[src/rtl/guard_pkg.sv]
package guard_pkg;
  // Gap in cycles for a field value: field + 1.
  function automatic int unsigned gap_cycles(input int unsigned field);
    return field + 1;
  endfunction

  // Counter width able to hold the largest gap for a given field width.
  function automatic int unsigned cnt_width(input int unsigned per_w);
    return per_w + 1;
  endfunction
endpackage

[src/rtl/guard_period_dec.sv]
module guard_period_dec #(
  parameter int unsigned PER_W = 2,
  parameter int unsigned CNT_W = guard_pkg::cnt_width(PER_W)
) (
  input  logic [PER_W-1:0] field_i,
  output logic [CNT_W-1:0] load_o
);
  always_comb begin
    load_o = CNT_W'(guard_pkg::gap_cycles(int'(field_i)));
  end
endmodule

[src/rtl/guard_countdown.sv]
module guard_countdown #(
  parameter int unsigned CNT_W = 3
) (
  input  logic             clk,
  input  logic             rst,
  input  logic             load_i,
  input  logic [CNT_W-1:0] load_val_i,
  output logic             busy_o
);
  logic [CNT_W-1:0] cnt_q;

  always_ff @(posedge clk) begin
    if (rst) begin
      cnt_q <= '0;
    end else if (load_i) begin
      cnt_q <= load_val_i;
    end else if (cnt_q != '0) begin
      cnt_q <= cnt_q - 1'b1;
    end
  end

  assign busy_o = (cnt_q != '0);
endmodule

[src/rtl/guard_bank_cmp.sv]
module guard_bank_cmp #(
  parameter int unsigned BANK_W = 3
) (
  input  logic              clk,
  input  logic              rst,
  input  logic              capture_i,
  input  logic [BANK_W-1:0] cap_bank_i,
  input  logic [BANK_W-1:0] req_bank_i,
  output logic              match_o
);
  logic [BANK_W-1:0] bank_q;
  logic [BANK_W-1:0] bit_eq;

  always_ff @(posedge clk) begin
    if (rst) begin
      bank_q <= '0;
    end else if (capture_i) begin
      bank_q <= cap_bank_i;
    end
  end

  for (genvar i = 0; i < BANK_W; i++) begin : g_eq
    assign bit_eq[i] = ~(bank_q[i] ^ req_bank_i[i]);
  end

  assign match_o = &bit_eq;
endmodule

[src/rtl/bank_guard.sv]
module bank_guard #(
  parameter int unsigned BANK_W = 3,
  parameter int unsigned PER_W  = 2
) (
  input  logic              clk,
  input  logic              rst,
  input  logic [PER_W-1:0]  period_i,
  input  logic              arm_i,
  input  logic [BANK_W-1:0] arm_bank_i,
  input  logic              req_valid_i,
  input  logic [BANK_W-1:0] req_bank_i,
  output logic              req_ready_o,
  output logic              req_grant_o
);
  localparam int unsigned CNT_W = guard_pkg::cnt_width(PER_W);

  logic [CNT_W-1:0] load_val;
  logic             busy;
  logic             same_bank;

  guard_period_dec #(.PER_W(PER_W), .CNT_W(CNT_W)) u_dec (
    .field_i (period_i),
    .load_o  (load_val)
  );

  guard_countdown #(.CNT_W(CNT_W)) u_cnt (
    .clk        (clk),
    .rst        (rst),
    .load_i     (arm_i),
    .load_val_i (load_val),
    .busy_o     (busy)
  );

  guard_bank_cmp #(.BANK_W(BANK_W)) u_cmp (
    .clk        (clk),
    .rst        (rst),
    .capture_i  (arm_i),
    .cap_bank_i (arm_bank_i),
    .req_bank_i (req_bank_i),
    .match_o    (same_bank)
  );

  assign req_ready_o = ~(busy & same_bank);
  assign req_grant_o = req_valid_i & req_ready_o;
endmodule

[config.mk]
export PLATFORM = sky130hd
export DESIGN_NAME = bank_guard
export DESIGN_NICKNAME = d
export VERILOG_FILES = /design/src/rtl/guard_pkg.sv /design/src/rtl/guard_period_dec.sv /design/src/rtl/guard_countdown.sv /design/src/rtl/guard_bank_cmp.sv /design/src/rtl/bank_guard.sv
export SDC_FILE = /design/constraint.sdc
export NUM_CORES = 1
export LEC_CHECK = 0
export BUFFER_PORTS_ARGS = -buffer_cell sky130_fd_sc_hd__buf_2
export CORE_AREA = 8 8 45 47
export CTS_CLUSTER_SIZE = 28
export DETAILED_ROUTE_END_ITERATION = 16
export DIE_AREA = 0 0 53 55
export SYNTH_ARGS = -nofsm -noshare
export SYNTH_HDL_FRONTEND = slang
export SYNTH_SLANG_ARGS = --single-unit
[constraint.sdc]
create_clock -name clk -period 1.5 [get_ports clk]
set_input_delay 0.3 -clock clk [delete_from_list [all_inputs] [get_ports clk]]
set_output_delay 0.3 -clock clk [all_outputs]
set_load 0.05 [all_outputs]
==> results of run 1 <==
==> flip-flops by register name, summed over array words and instances, names as in the netlist <==
register      cells
u_cnt.cnt_q       3
u_cmp.bank_q      3
==> layout make-up <==
type,count,area (um2)
Sequential cell,6,123
Multi-Input combinational cell,27,260
Clock buffer,3,22.5
Timing Repair Buffer,18,115
Fill cell,152,828
Tap cell,16,20.0
Inverter,4,15.0
==> worst paths after layout <==
| path | startpoint | endpoint | slack [ps] | cells past startpoint |
|---|---|---|---|---|
| min reg2reg | u_cmp.bank_q[2]$_SDFFE_PP0P_ | u_cmp.bank_q[2]$_SDFFE_PP0P_ | 510 | 2 |
| max | u_cnt.cnt_q[0]$_SDFFE_PP0P_ | req_grant_o | 10 | 5 |
| max reg2reg | u_cnt.cnt_q[0]$_SDFFE_PP0P_ | u_cnt.cnt_q[2]$_SDFFE_PP0P_ | 180 | 5 |
| min | arm_bank_i[0] | u_cmp.bank_q[0]$_SDFFE_PP0P_ | 290 | 3 |
==> layer usage <==
layer	up-vias	global-route usage (%)	wire length, um
li1	175	-	-
met1	156	5.77	321
met2	8	10.4	485
met3	0	5.35	62
met4	0	1.29	0
met5	-	0	0
==> cell usage in the layout (no fill, tap or decap), drive strengths merged <==
cell,synthesis,final
nand2b,1,1
buf,1,18
or3b,1,1
inv,4,4
and2,1,1
nor2,3,3
ha,3,3
a41oi,1,1
dfxtp,6,6
mux2i,3,3
or2b,1,1
nor2b,3,3
nor4b,2,2
xnor2,3,3
nand4,1,1
and2b,1,1
a311oi,1,1
a2111oi,2,2
clkbuf,0,3
==> worst max-delay path, stage by stage, from the launching register on <==
cell	delay, ps
dfxtp_2	330
inv_2	70
ha_4	150
nand2b_4	70
a41oi_2	140
buf_6	180
==> kinds of logic after synthesis <==
group,after synthesis,synth area share [%]
xor gates and xnor gates,3,6.93
adders and majority gates,3,9.90
and+or+nand+nor,14,23.8
muxes,3,7.92
AOI/OAI and AO/OA,4,12.9
DFF,6,31.7
buffers and inverters,5,6.93
==> report_power, final <==
part / internal (mW) / switching, mW / total [mW] / leakage, nW
registers: 0.175 / 0.0104 / 0.186 / 0.0502
clock network: 0.0909 / 0.0638 / 0.155 / 0.0138
logic: 0.0966 / 0.0797 / 0.176 / 0.182
==> what timing repair did <==
| item | 4_1_cts | 5_1_grt |
|---|---|---|
| endpoints found under the hold margin | 0 | 0 |
| pin swaps | 2 | 0 |
| setup endpoints to repair | 2 | 2 |
| gates resized for setup | 9 | 0 |
| buffers inserted | 4 | 1 |
==> through the flow <==
| step | power, mW | TNS (ps) | instances |
|---|---|---|---|
| floorplan | 0.285 | 0 | 38 |
| global placement | 0.316 | 0 | 66 |
| detailed placement | 0.319 | 0 | 66 |
| CTS | 0.519 | 0 | 73 |
| global route | 0.552 | -108 | 74 |
| finish | 0.517 | 0 | 74 |
==> results.ini, run 1 <==
[worst_setup_path]
crit_fanout = 4
start_kind = register
critPathCaptureType = output pin
criticalPathCategory = reg2out
crit_arrival_ps = 1190
crit_required_ps = 1200

[yosys]
yosysMostFrequentCell = dfxtp_1
syn-num-nets = 53
synth_commonest_cells = dfxtp_1, inv_1
async_flop_share_pct = 0
ys_seq_elements = 6
synth_top_area_share_pct = 31.7
synth_cells = 38
synthTopCellsByArea = dfxtp_1, ha_1, mux2i_1, xnor2_1, nor2b_1
synth_edf_count = 0
yosysUniqueCellTypes = 19
yosysSeqAreaShare_pct = 31.7
yosys_warnings = 0
syn_avg_cell_area_um2 = 9.98
netlist_area_um2 = 379
synth_ff_type = dfxtp_1
yosys.area.top_type = dfxtp_1

[detailed_routing]
via_count = 339
drtIter0Drc = 3
antenna_left = 0
via_per_inst = 4.58
drtPass1Iterations = 4
drc = 0
post_drt_wl_per_cell_um = 11.7
wl_um = 868

[power]
leakage_nw = 0.246
max-vdd-ir-drop_v = 0.000564
p_per_area_mw_per_mm2 = 930

[floorplan]
ioPinCount = 14
initial_core_util_pct = 27.4
die_w_um = 53
core_mm2 = 0.00138
die_h_um = 55
dieArea_mm2 = 0.00292
std_cell_rows = 14

[timing]
hold_viol = 0
rsz0062_at_grt = yes
worst_slew_pin_slew_ps = 335
drv_slew = 0
setup_violations = 0
hold-worst-slack_ps = 286
setup_slack_ps = 9.88
period_share_pct = 99.3
fmax_mhz = 671
skew_ps = 3.65
slew_headroom_pct = 77.3
post-route-min-period_ps = 1490

[clock_network]
h-tree-depth = 1
clkLatencyLatePin_ps = 250
cts_inserted_buffers = 3
cts_tree = built
clock-root-buffer = clkbuf_4
ctsHoldBuffers = 0
clock-sinks = 6
cts.path.max_buffers = 2
clk_transition_reported_paths_ps = 50

[global_routing]
grt_pass1_wl_mm = 1.26
antenna_found_initial = 0
grt_max_degree = 12
overflow = 0
grtUsageTotal_pct = 6.23
first_global_vias = 329

[finish]
final_area_um2 = 556
layout-drive-gt1-share_pct = 51.7
diodes = 0
fin_nets = 75
area_growth_pct = 46.5
fin_util_pct = 40.1

[placed_design]
place_congestion = 0.810
place_area_um2 = 470
dp_slack_ps = 66.7
portBuffers = 13

[worst_hold_path]
hp-class = in2reg

[run]
maxCapViolCount = 0

[status]
outcome = completed

Power figures use the tool's default switching activity.
==> run 2, diff against run 1 <==
--- a/config.mk
+++ b/config.mk
@@ -5,11 +5,12 @@
 export SDC_FILE = /design/constraint.sdc
 export NUM_CORES = 1
 export LEC_CHECK = 0
-export BUFFER_PORTS_ARGS = -buffer_cell sky130_fd_sc_hd__buf_2
-export CORE_AREA = 8 8 45 47
+export ABC_AREA = 1
+export CORE_AREA = 2 2 39 41
 export CTS_CLUSTER_SIZE = 28
 export DETAILED_ROUTE_END_ITERATION = 16
-export DIE_AREA = 0 0 53 55
+export DIE_AREA = 0 0 41 43
+export DONT_BUFFER_PORTS = 1
 export SYNTH_ARGS = -nofsm -noshare
 export SYNTH_HDL_FRONTEND = slang
 export SYNTH_SLANG_ARGS = --single-unit
==> results.ini, run 2 <==
[finish]
layout-drive-gt1-share_pct = 34.8
most-common-layout-cells = nand2_1, nor2_1, inv_1
multi_input_comb_area_um2 = 238
reg.largest.list = u_cmp.bank_q (3), u_cnt.cnt_q (3)
diodes = 0
area_growth_pct = 34.1
nFillCells = 155
fin_nets = 83
final_common_cell = nand2_1
seqCellArea_um2 = 123

[power]
leakage_nw = 0.248
totalPowerFinal_uw = 526
p_per_area_mw_per_mm2 = 1030
max-vdd-ir-drop_v = 0.000406

[clock_network]
clock-root-buffer = clkbuf_4
clkLatencyLatePin_ps = 250
clk_transition_reported_paths_ps = 50
cts.path.max_buffers = 2
clock-sinks = 6
h-tree-depth = 1
cts_tree = built
cts_inserted_buffers = 3

[global_routing]
grt_pass1_wl_mm = 1.21
overflow = 0
first_global_vias = 329
grt_max_degree = 11
grtUsageTotal_pct = 10.6
antenna_found_initial = 0

[timing]
setup_slack_ps = -61.3
setup_tns_ps = -107
hold_viol = 0
skew_ps = 4.67
post-route-min-period_ps = 1560
fmax_mhz = 641
period_share_pct = 104
worst_slew_pin_slew_ps = 170
slew_headroom_pct = 88.6
drv_slew = 0
setup_violations = 2
rsz0062_at_grt = yes

[run]
maxCapViolCount = 0

[detailed_routing]
wl_um = 751
antenna_left = 0
via_count = 364
drtPass1Iterations = 1
via_per_inst = 4.44
post_drt_wl_per_cell_um = 9.16
drtIter0Drc = 0
drc = 0

[worst_setup_path]
start_kind = register
crit_arrival_ps = 1260
regToRegSetupSlack_ps = 320
timing.rr.start = u_cnt.cnt_q[1]$_SDFFE_PP0P_
critPathCaptureType = output pin
criticalPathCategory = reg2out
crit_required_ps = 1200
r2r-end = u_cnt.cnt_q[0]$_SDFFE_PP0P_
reg2reg_depth = 8
crit_fanout = 2

[floorplan]
dieArea_mm2 = 0.00176
initial_core_util_pct = 27.6
die_h_um = 43
ioPinCount = 14
die_w_um = 41
core_mm2 = 0.00138
std_cell_rows = 14

[yosys]
synth_ff_type = dfxtp_1
yosys.area.top_type = dfxtp_1
syn_avg_cell_area_um2 = 6.70
yosysUniqueCellTypes = 13
synth_cells = 57
synth_top_area_share_pct = 31.5
syn-num-nets = 72
synth_commonest_cells = nand2_1, inv_1, nor2_1
synthTopCellsByArea = dfxtp_1, nand2_1, ha_1, inv_1, nor2_1
synth_edf_count = 0
async_flop_share_pct = 0
yosysSeqAreaShare_pct = 31.5
yosysMostFrequentCell = nand2_1
ys_seq_elements = 6
yosys_warnings = 0
netlist_area_um2 = 382

[worst_hold_path]
worstHoldPathCells = 2
hp-class = in2reg
holdPathEnd = u_cmp.bank_q[0]$_SDFFE_PP0P_
worstHoldStart = arm_bank_i[0]

[placed_design]
portBuffers = 0
place_congestion = 0.811
hpwl_um = 568
dp_slack_ps = 91.3

[status]
violations = negative setup slack
outcome = finished, violations left

[run 2: cell types whose count changed after synthesis, sizes merged, moves of 4 or more]
cell / previous run / this run
nand2: 0 / 12
nor2: 3 / 10
a21oi: 0 / 4
o21ai: 0 / 8
inv: 4 / 12
[run 2: cells by family after synthesis]
logic type / Yosys count / share of synthesized area [%]
compound gates: 13 / 20.0
fa+ha+maj: 3 / 9.84
buf+inv: 12 / 12.5
flops: 6 / 31.5
simple gates: 23 / 26.2
[run 2: metrics by stage]
stage                     hold slack (ps)  util (%)  cell area, um2  cells
final                                 187      37.0             512     82
after global routing                  202      37.0             512     82
after CTS                             186      35.7             494     80
after detailed placement              446      31.8             440     76
after global placement                444      31.8             440     76
after floorplan                       435         -             385     57
[run 2: metal layers]
metal / up-vias / global-route usage (%) / share of wire, % / routed length, um
li1: 199 / - / - / -
met1: 150 / 10.3 / 38 / 286
met2: 11 / 17.2 / 50 / 375
met3: 4 / 3.66 / 8.9 / 67
met4: 0 / 8.00 / 2.8 / 21
met5: - / 0 / 0 / 0
[run 2: worst max path at each step]
stage | startpoint | to | slack (ps) | depth (start not counted)
3_5_place_dp | u_cnt.cnt_q[0]$_SDFFE_PP0P_ | req_ready_o | 90 | 7
3_3_place_gp | u_cnt.cnt_q[0]$_SDFFE_PP0P_ | req_ready_o | 100 | 7
4_1_cts | u_cnt.cnt_q[0]$_SDFFE_PP0P_ | req_grant_o | -60 | 7
5_1_grt | u_cnt.cnt_q[1]$_SDFFE_PP0P_ | req_grant_o | -130 | 7
2_1_floorplan | u_cnt.cnt_q[0]$_SDFFE_PP0P_ | req_grant_o | -20 | 6
6_report | u_cnt.cnt_q[1]$_SDFFE_PP0P_ | req_grant_o | -60 | 7
[run 2: repair_timing]
item	4_1_cts	5_1_grt
gates resized for setup	9	1
pin swaps	2	3
hold buffers	0	0
gates cloned	0	0
endpoints found under the setup margin	2	2
setup buffers	1	2
[run 2: layout make-up]
type,instances,share of cell area [%]
Timing Repair Buffer,6,12.0
Clock buffer,3,4.40
Sequential cell,6,24.0
Inverter,12,9.29
Tap cell,16,3.91
Multi-Input combinational cell,39,46.5
[run 2: power breakdown]
group	leakage [nW]	switching [mW]	internal, mW
clock network	0.0138	0.0623	0.0908
logic	0.183	0.0993	0.0871
registers	0.0504	0.00804	0.178
[run 2: critical path: stages (launching register included)]
cell,delay [ps]
dfxtp_2,320
inv_2,70
ha_4,130
nand2_2,50
nand2_2,70
nor2_2,40
a21oi_2,180
buf_12,150
==> run 3, diff against run 2 <==
--- a/config.mk
+++ b/config.mk
@@ -6,11 +6,14 @@
 export NUM_CORES = 1
 export LEC_CHECK = 0
 export ABC_AREA = 1
+export CELL_PAD_IN_SITES_DETAIL_PLACEMENT = 0
+export CELL_PAD_IN_SITES_GLOBAL_PLACEMENT = 1
 export CORE_AREA = 2 2 39 41
 export CTS_CLUSTER_SIZE = 28
 export DETAILED_ROUTE_END_ITERATION = 16
 export DIE_AREA = 0 0 41 43
 export DONT_BUFFER_PORTS = 1
+export PLACE_DENSITY_LB_ADDON = 0.1
 export SYNTH_ARGS = -nofsm -noshare
 export SYNTH_HDL_FRONTEND = slang
 export SYNTH_SLANG_ARGS = --single-unit
==> results.ini, run 3 (synthesis results as in run 2) <==
[status]
violations = negative setup slack
outcome = finished, violations left

[floorplan]
std_cell_rows = 14
initial_core_util_pct = 27.6
die_w_um = 41
die_h_um = 43
dieArea_mm2 = 0.00176
core_mm2 = 0.00138
ioPinCount = 14

[power]
leakage_nw = 0.248
p_per_area_mw_per_mm2 = 1010
p_sw_uw = 164
switching_share_pct = 31.7
comb_power_share_pct = 35.2
max-vdd-ir-drop_v = 0.000404
p_seq_share_pct = 36.0
clkPwrFrac_pct = 28.8
totalPowerFinal_uw = 518
cell_internal_pwr_uw = 354

[finish]
reg.largest.list = u_cmp.bank_q (3), u_cnt.cnt_q (3)
multi_input_comb_area_um2 = 238
layout-drive-gt1-share_pct = 34.8
seqCellArea_um2 = 123
diodes = 0
most-common-layout-cells = nand2_1, nor2_1, inv_1
fin_nets = 83
nFillCells = 168
area_growth_pct = 34.1
fin_util_pct = 37.0
final_common_cell = nand2_1

[detailed_routing]
via_count = 346
antenna_left = 0
drtIter0Drc = 2
post_drt_wl_per_cell_um = 8.45
drc = 0
wl_um = 693
drtPass1Iterations = 2
via_per_inst = 4.22

[global_routing]
grt_pass1_wl_mm = 1.22
gr-usage-met1_pct = 13.0
overflow = 0
grtUsageTotal_pct = 10.6
use_met3_pct = 3.14
grt_max_degree = 11
first_global_vias = 321
antenna_found_initial = 0
grtUsageMet2_pct = 14.7
busiest_layer = met2

[worst_hold_path]
worstHoldPathCells = 2
holdPathEnd = u_cmp.bank_q[0]$_SDFFE_PP0P_
worstHoldStart = arm_bank_i[0]
hp-class = in2reg

[clock_network]
cts.path.max_buffers = 2
clk_transition_reported_paths_ps = 50
ctsHoldBuffers = 0
clkLatencyLatePin_ps = 240
clock-sinks = 6
h-tree-depth = 1
cts_inserted_buffers = 3
cts_tree = built
clock-root-buffer = clkbuf_4

[worst_setup_path]
crit_arrival_ps = 1250
critPathCaptureType = output pin
r2r-end = u_cnt.cnt_q[2]$_SDFFE_PP0P_
crit_path_start = u_cnt.cnt_q[1]$_SDFFE_PP0P_
critical_path.max_stage_delay_ps = 320
cpMostUsedCell = nand2_2
path_cells = inv_2 -> ha_4 -> nand2_2 -> nand2_2 -> nor2_2 -> a21oi_2 -> buf_12
regToRegSetupSlack_ps = 360
reg2reg_depth = 7
timing.rr.start = u_cnt.cnt_q[1]$_SDFFE_PP0P_
criticalPathCategory = reg2out
start_kind = register
crit_required_ps = 1200
slowest_stage = dfxtp_2
path_buf_inv = 2
crit_fanout = 2
crit_family = flip-flops

[timing]
slew_headroom_pct = 87.3
setup_slack_ps = -46.8
post-route-min-period_ps = 1550
drv_slew = 0
setup_violations = 2
fmax_mhz = 646
hold-worst-slack_ps = 197
period_share_pct = 103
worst_slew_pin_slew_ps = 191
hold_viol = 0
skew_ps = 0.931
rsz0062_at_grt = yes

[run]
maxCapViolCount = 0

[placed_design]
place_congestion = 0.648
hpwl_um = 575
portBuffers = 0

## run 3: cell counts in the layout (fill, tap and decap cells not counted)
No cell type changed its count.
## run 3: worst max-delay path by stage
stage | to | cells after the start
final | req_grant_o | 7
after CTS | req_grant_o | 7
after global routing | req_grant_o | 7
after global placement | req_ready_o | 7
after detailed placement | req_ready_o | 7
after floorplan | req_grant_o | 6
## run 3: repair_timing
action                     CTS  global route
setup buffers                2             1
pin swaps                    4             2
resized for setup            9             1
setup endpoints to repair    2             2
## run 3: worst register-to-register path, stage by stage, from the launching register on
cell and delay (ps):
dfxtp_2 330, inv_2 50, buf_4 120, buf_4 120, ha_1 180, o21ai_0 150, a21oi_1 50, nor2_1 80
## run 3: cell type report
type | instances | area share [%]
clock buffer | 3 | 4.40
inverter | 12 | 9.29
multi-input combinational | 39 | 46.5
sequential | 6 | 24.0
tap | 16 | 3.91
timing repair buffer | 6 | 12.0
## run 3: power groups by stage
stage	logic, mW	clock network, mW	registers (mW)
after floorplan	0.110	0	0.185
after global placement	0.146	0	0.186
after detailed placement	0.145	0	0.186
after CTS	0.176	0.156	0.186
after global routing	0.206	0.173	0.189
final	0.182	0.149	0.186
## run 3: metal layers
metal | vias to the layer above | share of wire, % | routed length, um
met5 | - | 0 | 0
met4 | 0 | 0 | 0
met3 | 0 | 5.8 | 40
met2 | 8 | 50 | 346
met1 | 142 | 44 | 306
li1 | 196 | - | -
## run 3: per-stage QoR
| step | cells | instance area [um2] | TNS [ps] | setup slack, ps |
|---|---|---|---|---|
| floorplan | 57 | 385 | -16.0 | -16.0 |
| global placement | 76 | 440 | 0 | 51.3 |
| detailed placement | 76 | 440 | 0 | 53.2 |
| CTS | 81 | 502 | -105 | -53.1 |
| global route | 82 | 512 | -193 | -103 |
| finish | 82 | 512 | -62.0 | -46.8 |
